**src/rtl/hsmon_pkg.sv**
```systemverilog
package hsmon_pkg;
  localparam int BITPOS_W = 4;
  localparam logic [BITPOS_W-1:0] LAST_BIT = 4'd9;
  localparam logic [4:0] MCODE_PREFIX = 5'b00001;

  function automatic logic is_master_code(input logic [7:0] b);
    return b[7:3] == MCODE_PREFIX;
  endfunction
endpackage

```
**src/rtl/hsmon_sync.sv**
```systemverilog
module hsmon_sync #(
  parameter int N      = 2,
  parameter int STAGES = 2
) (
  input  logic         clk,
  input  logic         rst_n,
  input  logic [N-1:0] din,
  output logic [N-1:0] dout,
  output logic [N-1:0] dprev
);
  for (genvar i = 0; i < N; i++) begin : g_line
    logic [STAGES:0] sh;
    always_ff @(posedge clk or negedge rst_n) begin
      if (!rst_n) sh <= '1;
      else        sh <= {sh[STAGES-1:0], din[i]};
    end
    assign dout[i]  = sh[STAGES-1];
    assign dprev[i] = sh[STAGES];
  end
endmodule

```
**src/rtl/hsmon_frame.sv**
```systemverilog
module hsmon_frame
  import hsmon_pkg::*;
#(
  parameter int BYTE_W = 8
) (
  input  logic                clk,
  input  logic                rst_n,
  input  logic                scl,
  input  logic                scl_prev,
  input  logic                sda,
  input  logic                sda_prev,
  output logic                hs_mode,
  output logic [BITPOS_W-1:0] bit_pos,
  output logic [BYTE_W-1:0]   byte_idx
);
  localparam logic [BYTE_W-1:0] BYTE_MAX = '1;

  logic       start_c, stop_c, rise_c;
  logic       first_byte;
  logic [7:0] shreg;

  assign start_c = scl & scl_prev & sda_prev & ~sda;
  assign stop_c  = scl & scl_prev & ~sda_prev & sda;
  assign rise_c  = scl & ~scl_prev;

  always_ff @(posedge clk or negedge rst_n) begin
    if (!rst_n) begin
      hs_mode    <= 1'b0;
      bit_pos    <= '0;
      byte_idx   <= '0;
      first_byte <= 1'b0;
      shreg      <= '0;
    end else if (stop_c) begin
      hs_mode    <= 1'b0;
      bit_pos    <= '0;
      byte_idx   <= '0;
      first_byte <= 1'b0;
    end else if (start_c) begin
      bit_pos    <= '0;
      byte_idx   <= '0;
      first_byte <= ~hs_mode;
    end else if (rise_c) begin
      shreg <= {shreg[6:0], sda};
      if (bit_pos == LAST_BIT) begin
        bit_pos <= 4'd1;
        if (byte_idx != BYTE_MAX) byte_idx <= byte_idx + 1'b1;
      end else begin
        bit_pos <= bit_pos + 1'b1;
      end
      if (bit_pos == LAST_BIT - 4'd1 && first_byte) begin
        first_byte <= 1'b0;
        if (!hs_mode && is_master_code(shreg) && sda) hs_mode <= 1'b1;
      end
    end
  end
endmodule

```
**src/rtl/hsmon_stretch.sv**
```systemverilog
module hsmon_stretch #(
  parameter int THRESH = 38
) (
  input  logic clk,
  input  logic rst_n,
  input  logic scl,
  output logic stretch_evt
);
  localparam int CW = $clog2(THRESH + 1);
  localparam logic [CW-1:0] LIMIT = CW'(THRESH);

  logic [CW-1:0] low_cnt;

  always_ff @(posedge clk or negedge rst_n) begin
    if (!rst_n)              low_cnt <= '0;
    else if (scl)            low_cnt <= '0;
    else if (low_cnt != LIMIT) low_cnt <= low_cnt + 1'b1;
  end

  assign stretch_evt = ~scl & (low_cnt == LIMIT - 1'b1);
endmodule

```
**src/rtl/hs_stretch_mon.sv**
```systemverilog
module hs_stretch_mon
  import hsmon_pkg::*;
#(
  parameter int SYS_MHZ = 100,
  parameter int HS_KBPS = 3400,
  parameter int BYTE_W  = 8
) (
  input  logic              clk,
  input  logic              rst_n,
  input  logic              scl_i,
  input  logic              sda_i,
  input  logic              viol_clr,
  output logic              hs_mode,
  output logic [3:0]        bit_pos,
  output logic              viol_pulse,
  output logic              viol_seen,
  output logic [3:0]        viol_bit,
  output logic [BYTE_W-1:0] viol_byte
);
  localparam int PERIOD_CYC = (SYS_MHZ * 1000) / HS_KBPS;
  localparam int LOW_CYC    = (PERIOD_CYC * 2) / 3;
  localparam int THRESH     = 2 * LOW_CYC;

  logic [1:0] line_s, line_p;
  logic [BYTE_W-1:0] byte_idx;
  logic stretch_evt, viol_now;

  hsmon_sync #(.N(2), .STAGES(2)) u_sync (
    .clk(clk), .rst_n(rst_n), .din({scl_i, sda_i}),
    .dout(line_s), .dprev(line_p)
  );

  hsmon_frame #(.BYTE_W(BYTE_W)) u_frame (
    .clk(clk), .rst_n(rst_n),
    .scl(line_s[1]), .scl_prev(line_p[1]),
    .sda(line_s[0]), .sda_prev(line_p[0]),
    .hs_mode(hs_mode), .bit_pos(bit_pos), .byte_idx(byte_idx)
  );

  hsmon_stretch #(.THRESH(THRESH)) u_stretch (
    .clk(clk), .rst_n(rst_n), .scl(line_s[1]), .stretch_evt(stretch_evt)
  );

  assign viol_now = stretch_evt & hs_mode & (bit_pos >= 4'd1) & (bit_pos <= 4'd8);

  always_ff @(posedge clk or negedge rst_n) begin
    if (!rst_n) begin
      viol_pulse <= 1'b0;
      viol_seen  <= 1'b0;
      viol_bit   <= '0;
      viol_byte  <= '0;
    end else begin
      viol_pulse <= viol_now;
      if (viol_now && (!viol_seen || viol_clr)) begin
        viol_seen <= 1'b1;
        viol_bit  <= bit_pos + 4'd1;
        viol_byte <= byte_idx;
      end else if (viol_clr) begin
        viol_seen <= 1'b0;
        viol_bit  <= '0;
        viol_byte <= '0;
      end
    end
  end
endmodule

```
**config.mk**
```make
export PLATFORM = sky130hd
export DESIGN_NAME = hs_stretch_mon
export DESIGN_NICKNAME = d
export VERILOG_FILES = /design/src/rtl/hsmon_pkg.sv /design/src/rtl/hsmon_sync.sv /design/src/rtl/hsmon_frame.sv /design/src/rtl/hsmon_stretch.sv /design/src/rtl/hs_stretch_mon.sv
export SDC_FILE = /design/constraint.sdc
export NUM_CORES = 1
export LEC_CHECK = 0
export CORE_ASPECT_RATIO = 0.6
export CORE_UTILIZATION = 39
export CTS_CLUSTER_DIAMETER = 40
export DETAILED_ROUTE_END_ITERATION = 16
export PLACE_DENSITY = 0.69
export REMOVE_ABC_BUFFERS = 1
export SLEW_MARGIN = 20
export SYNTH_ARGS = -nofsm -noshare
export SYNTH_HDL_FRONTEND = slang
export SYNTH_SLANG_ARGS = --single-unit
```
**constraint.sdc**
```tcl
create_clock -name clk -period 1.68 [get_ports clk]
set_input_delay 0.336 -clock clk [delete_from_list [all_inputs] [get_ports clk]]
set_output_delay 0.336 -clock clk [all_outputs]
set_load 0.1 [all_outputs]
```
=== After elaboration in Yosys (flattened, before gate mapping) ===
Cells that the tools add are included.

* Register bits: 48
* Output and inout bits: 19
* Word-level logic and storage cells: 87

* Add/sub/neg operators: 3
* Magnitude comparators: 2
* Equality and inequality tests: 7
* Muxes and demuxes: 26
* Bitwise logic cells: 17
* Reductions and logical operators: 20

{| class="wikitable"
|+ Operator list
! kind !! count
|-
| 8-bit 2-to-1 mux || 7
|-
| 4-bit 2-to-1 mux || 6
|-
| 6-bit 2-to-1 mux || 2
|-
| 3-bit nonzero test || 4
|-
| 1-bit 2-to-1 mux || 11
|-
| 1-bit AND || 10
|-
| 2-bit nonzero test || 5
|-
| 8-bit by 1-bit adder with 8-bit output, second input constant || 1
|-
| 4-bit == test, second input constant || 2
|-
| 8-bit != test, second input constant || 1
|-
| 1-bit NOT || 7
|-
| 6-bit by 1-bit adder with 6-bit output, second input constant || 1
|-
| 6-bit == test, second input constant || 1
|-
| 6-bit != test, second input constant || 1
|-
| 3-bit AND reduction || 2
|-
| 5-bit by 1-bit == test with 1-bit output, second input constant || 1
|-
| 4-bit by 1-bit adder with 4-bit output, second input constant || 1
|-
| 4-bit by 1-bit >= comparator with 1-bit output, second input constant || 1
|-
| 4-bit less-or-equal comparator, second input constant || 1
|-
| 1-bit logical AND || 4
|-
| 4-bit AND reduction || 1
|-
| 1-bit logical NOT || 2
|-
| 2-bit != test, second input constant || 1
|-
| 2-bit AND reduction || 1
|-
| 1-bit logical OR || 1
|}

=== Logic depth before layout (Yosys ltp) ===
Gate-level depths: netlist of the first run.

* Depth after elaboration: 8
* Gate-level depth with buffers: 7
* Mapped depth without buffers: 6

=== Hierarchy ===
From an unflattened synthesis of the first run, not the netlist that was laid out.

* Cells, all modules: 210
* Area, all modules: 2401.1 µm²

{| class="wikitable"
|+ By module, submodules not included
! module !! times used !! cells an instance !! area an instance (µm²)
|-
| hsmon_frame || 1 || 97 || 1071.0
|-
| hs_stretch_mon || 1 || 69 || 808.3
|-
| hsmon_stretch || 1 || 34 || 334.1
|-
| hsmon_sync || 1 || 10 || 187.7
|}

=== Worst setup path before layout of the first run ===
Ideal clock, no wire load.

* Kind: register to register
* Start: register u_frame.bit_pos[1]
* End: register viol_bit[1]
* Data arrival time: 2.423 ns
* Data required time: 1.555 ns
* Slack: -0.868 ns
* Stages on the path, launching flop included: 8
* Cell sequence: dfrtp_1 -> inv_1 -> ha_1 -> nor4b_2 -> a2111oi_4 -> nand2_2 -> buf_6 -> mux2_4

* Longest elaborated chain between the ends: 5

{| class="wikitable"
|+ RTL lines
! element !! RTL line !! RTL
|-
| start, declared || hsmon_frame.sv:13 || <nowiki>output logic [BITPOS_W-1:0] bit_pos,</nowiki>
|-
| start signal, assigned || hsmon_frame.sv:48 || <nowiki>bit_pos <= bit_pos + 1'b1;</nowiki>
|-
| 4-bit by 1-bit >= comparator with 1-bit output || hs_stretch_mon.sv:44 || <nowiki>assign viol_now = stretch_evt & hs_mode & (bit_pos >= 4'd1) & (bit_pos <= 4'd8);</nowiki>
|-
| 1-bit AND || hs_stretch_mon.sv:44 ||
|-
| 1-bit AND (*) || hs_stretch_mon.sv:44 ||
|-
| named net viol_now || hs_stretch_mon.sv:26 || <nowiki>logic stretch_evt, viol_now;</nowiki>
|-
| 1-bit logical AND (*) || hs_stretch_mon.sv:54 || <nowiki>if (viol_now && (!viol_seen || viol_clr)) begin</nowiki>
|-
| 4-bit 2-to-1 mux or 2-bit nonzero test (tied branches) || -- ||
|-
| end signal, assigned || hs_stretch_mon.sv:56 || <nowiki>viol_bit <= bit_pos + 4'd1;</nowiki>
|-
| end, declared || hs_stretch_mon.sv:17 || <nowiki>output logic [3:0] viol_bit,</nowiki>
|}

Mark *: on every way through the listed nets, which the timed path passes. The rest lies on a longest branch.
A chain may end at the register's enable or synchronous reset.

=== Worst setup path in the final report of the first run ===
* Start: register u_frame.bit_pos[1]
* End: register viol_byte[5]

* Longest elaborated chain between the ends: 5

{| class="wikitable"
|+ RTL lines
! element !! RTL line !! RTL
|-
| 4-bit by 1-bit >= comparator with 1-bit output || hs_stretch_mon.sv:44 ||
|-
| 1-bit AND || hs_stretch_mon.sv:44 ||
|-
| 1-bit AND (*) || hs_stretch_mon.sv:44 ||
|-
| named net viol_now || hs_stretch_mon.sv:26 ||
|-
| 1-bit logical AND (*) || hs_stretch_mon.sv:54 ||
|-
| 8-bit 2-to-1 mux or 2-bit nonzero test (tied branches) || -- ||
|-
| end signal, assigned || hs_stretch_mon.sv:57 || <nowiki>viol_byte <= byte_idx;</nowiki>
|-
| end, declared || hs_stretch_mon.sv:18 || <nowiki>output logic [BYTE_W-1:0] viol_byte</nowiki>
|}

Marks and branches as above.

==> impl_metrics.ini, run 1 <==
[route]
remaining_drc_errors = 0
finalWirelength_um = 4791
ant_nets = 0
drt-pass1-iter-count = 4
wire_per_inst_um = 13.89
avgViaCountPerCell = 4.826
drt_iter0_drc = 67
vias = 1665

[die]
rows = 21
start_util_pct = 40.84
die_area_um2 = 6238
num_io_pins = 24
die_y_um = 61.58
die_width_um = 101.3
coreArea_um2 = 5649

[sta]
timing.final.crit_share_pct = 104.5
fmax_mhz = 569.5
hold_slack_ns = 0.3586
hold_violations = 0
fin_ws_ns = -0.07590
setup_viol = 14
tightest_slew_ns = 0.5484
slew_headroom_pct = 63.28
period_needed_ns = 1.756
rsz0062_at_grt = yes
maxSlewViolCount = 0
finClkSkew_ns = 0.007776

[global_routing]
grt_max_degree = 31
grt_pass1_vias = 1542
grt_pass1_wl_um = 7866
track_usage_pct = 17.29
grt_overflow_total = 0
antenna_found_initial = 0

[power]
total_leakage_power_nw = 1.439
p_seq_share_pct = 44.3
netSwitchingFraction_pct = 32.95
p_comb_share_pct = 32.2
power.internal_mw = 2.011
p_switching_mw = 0.9881
power_frac_clock_pct = 23.6
irDropWorstVdd_mv = 0.5123
p_per_area_nw_per_um2 = 935.1

[synth]
synth_top_area_cell = dfrtp_1
synth_async_sr_flop_share_pct = 100.0
ys_warn_count = 0
netlist_area_um2 = 2307
synth.yosys.seq_area_share_pct = 52.39
yosysTopAreaCellShare_pct = 45.55
synth_area_leaders = dfrtp_1 (46%), dfstp_2 (6.8%), nand2_1 (5.5%), mux2_4 (4.6%), ha_1 (4.3%)
avgSynthCellArea_um2 = 10.93
synth_seq_cells = 48
synth_ff_type = dfrtp_1
synth_edf_count = 0
syn_inst = 211
synth.distinct_cells = 46

[critical_path]
cp-start-kind = flip-flop
cp_max_fo = 5
max_stage_delay_ns = 0.40
path_cells = inv_2 -> ha_4 -> nand2b_4 -> a2111oi_4 -> buf_6 -> nand2_4 -> mux2_4
slowest_stage = dfrtp_1
crit_required_ns = 1.87
worst_ep_arrival_time_ns = 1.95
end_kind = flip-flop
crit_type = flip-flop to flip-flop

[layout]
final_common_cell = dfrtp_1
fillers = 476
nets = 277
drive_above_1_share_pct = 34.34
final_cell_mix = dfrtp_1 (40), nand2_1 (34), buf_4 (27), buf_12 (20)
antenna-diode-count = 0
final_core_util_pct = 56.77
area_delta_synth_final_pct = 38.99

[clock_network]
cts-root-buf = clkbuf_8
insertion_delay_ns = 0.30
cts_tree = yes
cts_buffers = 5
path_clk_slew_ns = 0.09
ctsLongestPathBuffers = 2
cts.sinks = 48
htreeDepth = 2

[placed_design]
io_buffers = 23
dp_hpwl_um = 3326
place.gp.congestion = 0.7854

[run_status]
outcome = complete, but fails checks
violations = negative setup slack

[worst_hold_path]
min-delay-path-class = flip-flop to flip-flop

[run]
max_cap_viol_count = 0
[metal layers]
metal	track usage (%)	routed length [um]
met1	25.49	2474
met4	4.969	44
met3	3.746	200
met2	25.85	2072
met5	0	0
[power groups by stage]
stage	clock (mW)	combinational (mW)	sequential, mW
after floorplan	0	0.229	1.56
after global placement	0	0.822	1.33
after detailed placement	0	0.837	1.34
after CTS	0.720	0.921	1.33
after global routing	0.777	1.02	1.34
final	0.706	0.964	1.33
[flip-flops by register name, indices dropped and copies added (netlist names)]
register and cells:
u_frame.shreg 8, viol_pulse 1, viol_bit 4, viol_byte 8
viol_seen 1, u_sync.g_line.sh 6, u_frame.first_byte 1, u_stretch.low_cnt 6
u_frame.byte_idx 8, u_frame.bit_pos 4, u_frame.hs_mode 1
[stage by stage]
step           TNS, ns  total power, mW  cells  setup WS [ns]  area, um2
6_report       -0.8056            2.999    345       -0.07590       3207
5_1_grt         -2.014            3.133    345        -0.1390       3207
4_1_cts        -0.4062            2.966    341       -0.04182       3151
3_5_place_dp    -2.839            2.173    328        -0.2311       2960
3_3_place_gp    -2.378            2.154    328        -0.2019       2960
2_1_floorplan   -16.05            1.793    202        -0.9381       2260
[critical path, delay by kind of cell, from the launching register on]
kind	cells	cell delay, ns
flops	1	0.40
buf+inv	2	0.32
mux	1	0.31
compound gates	1	0.29
fa+ha+maj	1	0.17
simple gates	2	0.14
[worst paths after layout]
check | startpoint | endpoint | slack (ns) | depth (start not counted)
max in group asynchronous | rst_n | u_frame.byte_idx[1]$_DFFE_PN0P_ | 0.64 | 3
hold reg to reg | u_sync.g_line[0].sh[0]$_DFF_PN1_ | u_sync.g_line[0].sh[1]$_DFF_PN1_ | 0.36 | 0
setup reg to reg | u_frame.bit_pos[1]$_DFFE_PN0P_ | viol_byte[5]$_DFFE_PN0P_ | -0.08 | 7
hold / removal | u_sync.g_line[0].sh[0]$_DFF_PN1_ | u_sync.g_line[0].sh[1]$_DFF_PN1_ | 0.36 | 0
min in group asynchronous | rst_n | u_stretch.low_cnt[5]$_DFFE_PN0P_ | 0.52 | 2
setup / recovery | u_frame.bit_pos[1]$_DFFE_PN0P_ | viol_byte[5]$_DFFE_PN0P_ | -0.08 | 7
[area by class of cell]
type / count / area, um2 / share of cell area [%]
sequential: 48 / 1211 / 37.77
multi-input combinational: 146 / 1097 / 34.22
timing repair buffer: 54 / 670.6 / 20.91
tap: 80 / 100.1 / 3.121
clock buffer: 7 / 86.33 / 2.692
inverter: 9 / 33.78 / 1.053
clock inverter: 1 / 7.507 / 0.2341
[synthesized netlist by cell type (2+ instances only)]
master / count
dfrtp_1: 42
nand2_1: 34
nor2b_1: 12
nand3_1: 11
inv_1: 9
nor2_1: 9
ha_1: 8
mux2_4: 7
dfstp_2: 6
nand2b_1: 6
a21oi_1: 4
clkbuf_1: 4
o211ai_1: 4
o31ai_1: 4
a31oi_1: 3
mux2i_1: 3
nor3_1: 3
o21ai_0: 3
xor2_1: 3
a211oi_1: 2
buf_2: 2
mux2_2: 2
nand3b_1: 2
nand4_1: 2
nand4b_1: 2
o21bai_1: 2
or3_1: 2
xnor2_1: 2
[timing repair]
action / CTS / global route
hold buffers: 1 / 0
pin swaps: 6 / 8
endpoints found under the hold margin: 5 / 0
cloned: 1 / 0
buffers inserted: 3 / 4
endpoints found under the setup margin: 18 / 20
gates resized for setup: 12 / 9
[cells by family (layout without fill, tap and decap cells)]
family / count (synthesis) / after routing / share of synthesized area (%)
and+or+nand+nor: 92 / 93 / 21.69
xor gates and xnor gates: 5 / 5 / 1.898
AOI/OAI and AO/OA: 28 / 28 / 9.328
adders and majority gates: 8 / 8 / 4.339
buffers and inverters: 18 / 71 / 3.525
muxes: 12 / 12 / 6.833
DFF: 48 / 48 / 52.39
No activity file was read; power rests on OpenSTA's default activity.
==> inputs of run 2 (changes only) <==
--- a/config.mk
+++ b/config.mk
@@ -7,7 +7,6 @@
 export LEC_CHECK = 0
 export CORE_ASPECT_RATIO = 0.6
 export CORE_UTILIZATION = 39
-export CTS_CLUSTER_DIAMETER = 40
 export DETAILED_ROUTE_END_ITERATION = 16
 export PLACE_DENSITY = 0.69
 export REMOVE_ABC_BUFFERS = 1
@@ -15,3 +14,4 @@
 export SYNTH_ARGS = -nofsm -noshare
 export SYNTH_HDL_FRONTEND = slang
 export SYNTH_SLANG_ARGS = --single-unit
+export TNS_END_PERCENT = 100
==> results of run 2 <==
No change in the layout: final DEF, timing and power equal those of run 1.
==> inputs of run 3 (changes only) <==
--- a/config.mk
+++ b/config.mk
@@ -5,10 +5,11 @@
 export SDC_FILE = /design/constraint.sdc
 export NUM_CORES = 1
 export LEC_CHECK = 0
+export CAP_MARGIN = 20
 export CORE_ASPECT_RATIO = 0.6
-export CORE_UTILIZATION = 39
+export CORE_UTILIZATION = 50
 export DETAILED_ROUTE_END_ITERATION = 16
-export PLACE_DENSITY = 0.69
+export PLACE_DENSITY = 0.82
 export REMOVE_ABC_BUFFERS = 1
 export SLEW_MARGIN = 20
 export SYNTH_ARGS = -nofsm -noshare
==> impl_metrics.ini, run 3 (same netlist as run 1, synthesis figures left out) <==
[route]
finalWirelength_um = 5759
drt-pass1-iter-count = 4
avgViaCountPerCell = 5.647
vias = 1858
ant_nets = 0
remaining_drc_errors = 0
wire_per_inst_um = 17.50
drt_iter0_drc = 111

[layout]
drive_above_1_share_pct = 37.17
stdcell_count = 329
antenna-diode-count = 0
final_common_cell = dfrtp_1
final_area_um2 = 3262
nets = 281
final_core_util_pct = 76.63
final_cell_mix = dfrtp_1 (40), nand2_1 (34), buf_4 (30), buf_12 (20)
largestRegisters = u_frame.byte_idx (8), u_frame.shreg (8), viol_byte (8)
area_delta_synth_final_pct = 41.38

[sta]
final.setup.tns_ns = -1.702
slew_headroom_pct = 61.36
tightest_slew_ns = 0.5770
maxSlewViolCount = 0
finClkSkew_ns = 0.01554
fmax_mhz = 550.8
rsz0062_at_grt = yes
hold_violations = 0
period_needed_ns = 1.815
timing.final.crit_share_pct = 108.1
setup_viol = 17
fin_ws_ns = -0.1354

[power]
irDropWorstVdd_mv = 0.8199
p_per_area_nw_per_um2 = 980.8
total_leakage_power_nw = 1.469

[global_routing]
grt_pass1_vias = 1691
antenna_found_initial = 0
grt_pass1_wl_um = 8369
track_usage_pct = 24.44
grt_max_degree = 25
grt_overflow_total = 0

[critical_path]
crit_type = flip-flop to flip-flop
crit_required_ns = 1.90
worst_ep_arrival_time_ns = 2.03
cp_max_fo = 5
cp_num_buf_inv = 2
rr_worst_depth = 7
critPathTopFamily = flip-flops
slowest_stage = dfrtp_1
cp-start-kind = flip-flop
path_depth = 7
path_cells = inv_2 -> ha_4 -> nand2b_4 -> a2111oi_4 -> buf_6 -> nand2_4 -> mux2_4
end_kind = flip-flop
max_stage_delay_ns = 0.42

[clock_network]
cts_tree = yes
ctsLongestPathBuffers = 2
htreeDepth = 2
cts.sinks = 48
insertion_delay_ns = 0.32
cts-root-buf = clkbuf_8
path_clk_slew_ns = 0.10
cts_buffers = 5

[worst_hold_path]
min-delay-path-class = flip-flop to flip-flop
hold_depth = 0

[placed_design]
placed_cell_area_um2 = 2950
place.gp.congestion = 0.8158
dp_cells = 310
io_buffers = 23
dp_hpwl_um = 3417

[die]
coreArea_um2 = 4257
rows = 18
die_y_um = 54.62
die_width_um = 89.70
start_util_pct = 54.20
num_io_pins = 24
die_area_um2 = 4899

[run_status]
violations = negative setup slack
outcome = complete, but fails checks

[run]
max_cap_viol_count = 0
-- run 3: per-layer routing --
layer | GRT usage, % | wire length (um) | up-vias
li1 | - | - | 846
met1 | 30.93 | 2477 | 901
met2 | 41.16 | 2725 | 89
met3 | 6.486 | 373 | 22
met4 | 8.995 | 183 | 0
met5 | 0 | 0 | -
-- run 3: area by class of cell --
class,instances,area [um2]
Tap cell,60,75.07
Timing Repair Buffer,58,704.4
Multi-Input combinational cell,146,1122
Sequential cell,48,1211
Fill cell,247,994.7
Inverter,9,33.78
Clock buffer,5,68.82
Clock inverter,3,46.29
-- run 3: power breakdown --
| part | internal, mW | total [mW] | switching (mW) |
|---|---|---|---|
| registers | 1.25 | 1.34 | 0.0920 |
| logic | 0.431 | 0.997 | 0.566 |
| clock network | 0.448 | 0.863 | 0.414 |
-- run 3: worst paths after layout --
check | from | endpoint | slack [ns]
min in group asynchronous | rst_n | u_frame.byte_idx[7]$_DFFE_PN0P_ | 0.52
setup reg to reg | u_frame.bit_pos[1]$_DFFE_PN0P_ | viol_byte[2]$_DFFE_PN0P_ | -0.14
hold / removal | u_sync.g_line[0].sh[0]$_DFF_PN1_ | u_sync.g_line[0].sh[1]$_DFF_PN1_ | 0.36
max in group asynchronous | rst_n | u_frame.bit_pos[3]$_DFFE_PN0P_ | 0.67
hold reg to reg | u_sync.g_line[0].sh[0]$_DFF_PN1_ | u_sync.g_line[0].sh[1]$_DFF_PN1_ | 0.36
setup / recovery | u_frame.bit_pos[1]$_DFFE_PN0P_ | viol_byte[2]$_DFFE_PN0P_ | -0.14
-- run 3: repair_timing --
item                       in CTS  in global routing
hold buffers                    1                  0
cloned                          1                  0
hold endpoints to repair       12                  0
pin swaps                       8                  6
resized for setup              15                 11
buffers inserted                5                  4
setup endpoints to repair      19                 22
-- run 3: metrics by stage --
stage	worst slack, ns	power, mW	hold slack, ns
2_1_floorplan	-0.9381	1.793	0.04041
3_3_place_gp	-0.1924	2.162	0.3208
3_5_place_dp	-0.2952	2.194	0.3320
4_1_cts	-0.03475	3.152	0.3615
5_1_grt	-0.1618	3.310	0.3624
6_report	-0.1354	3.199	0.3594
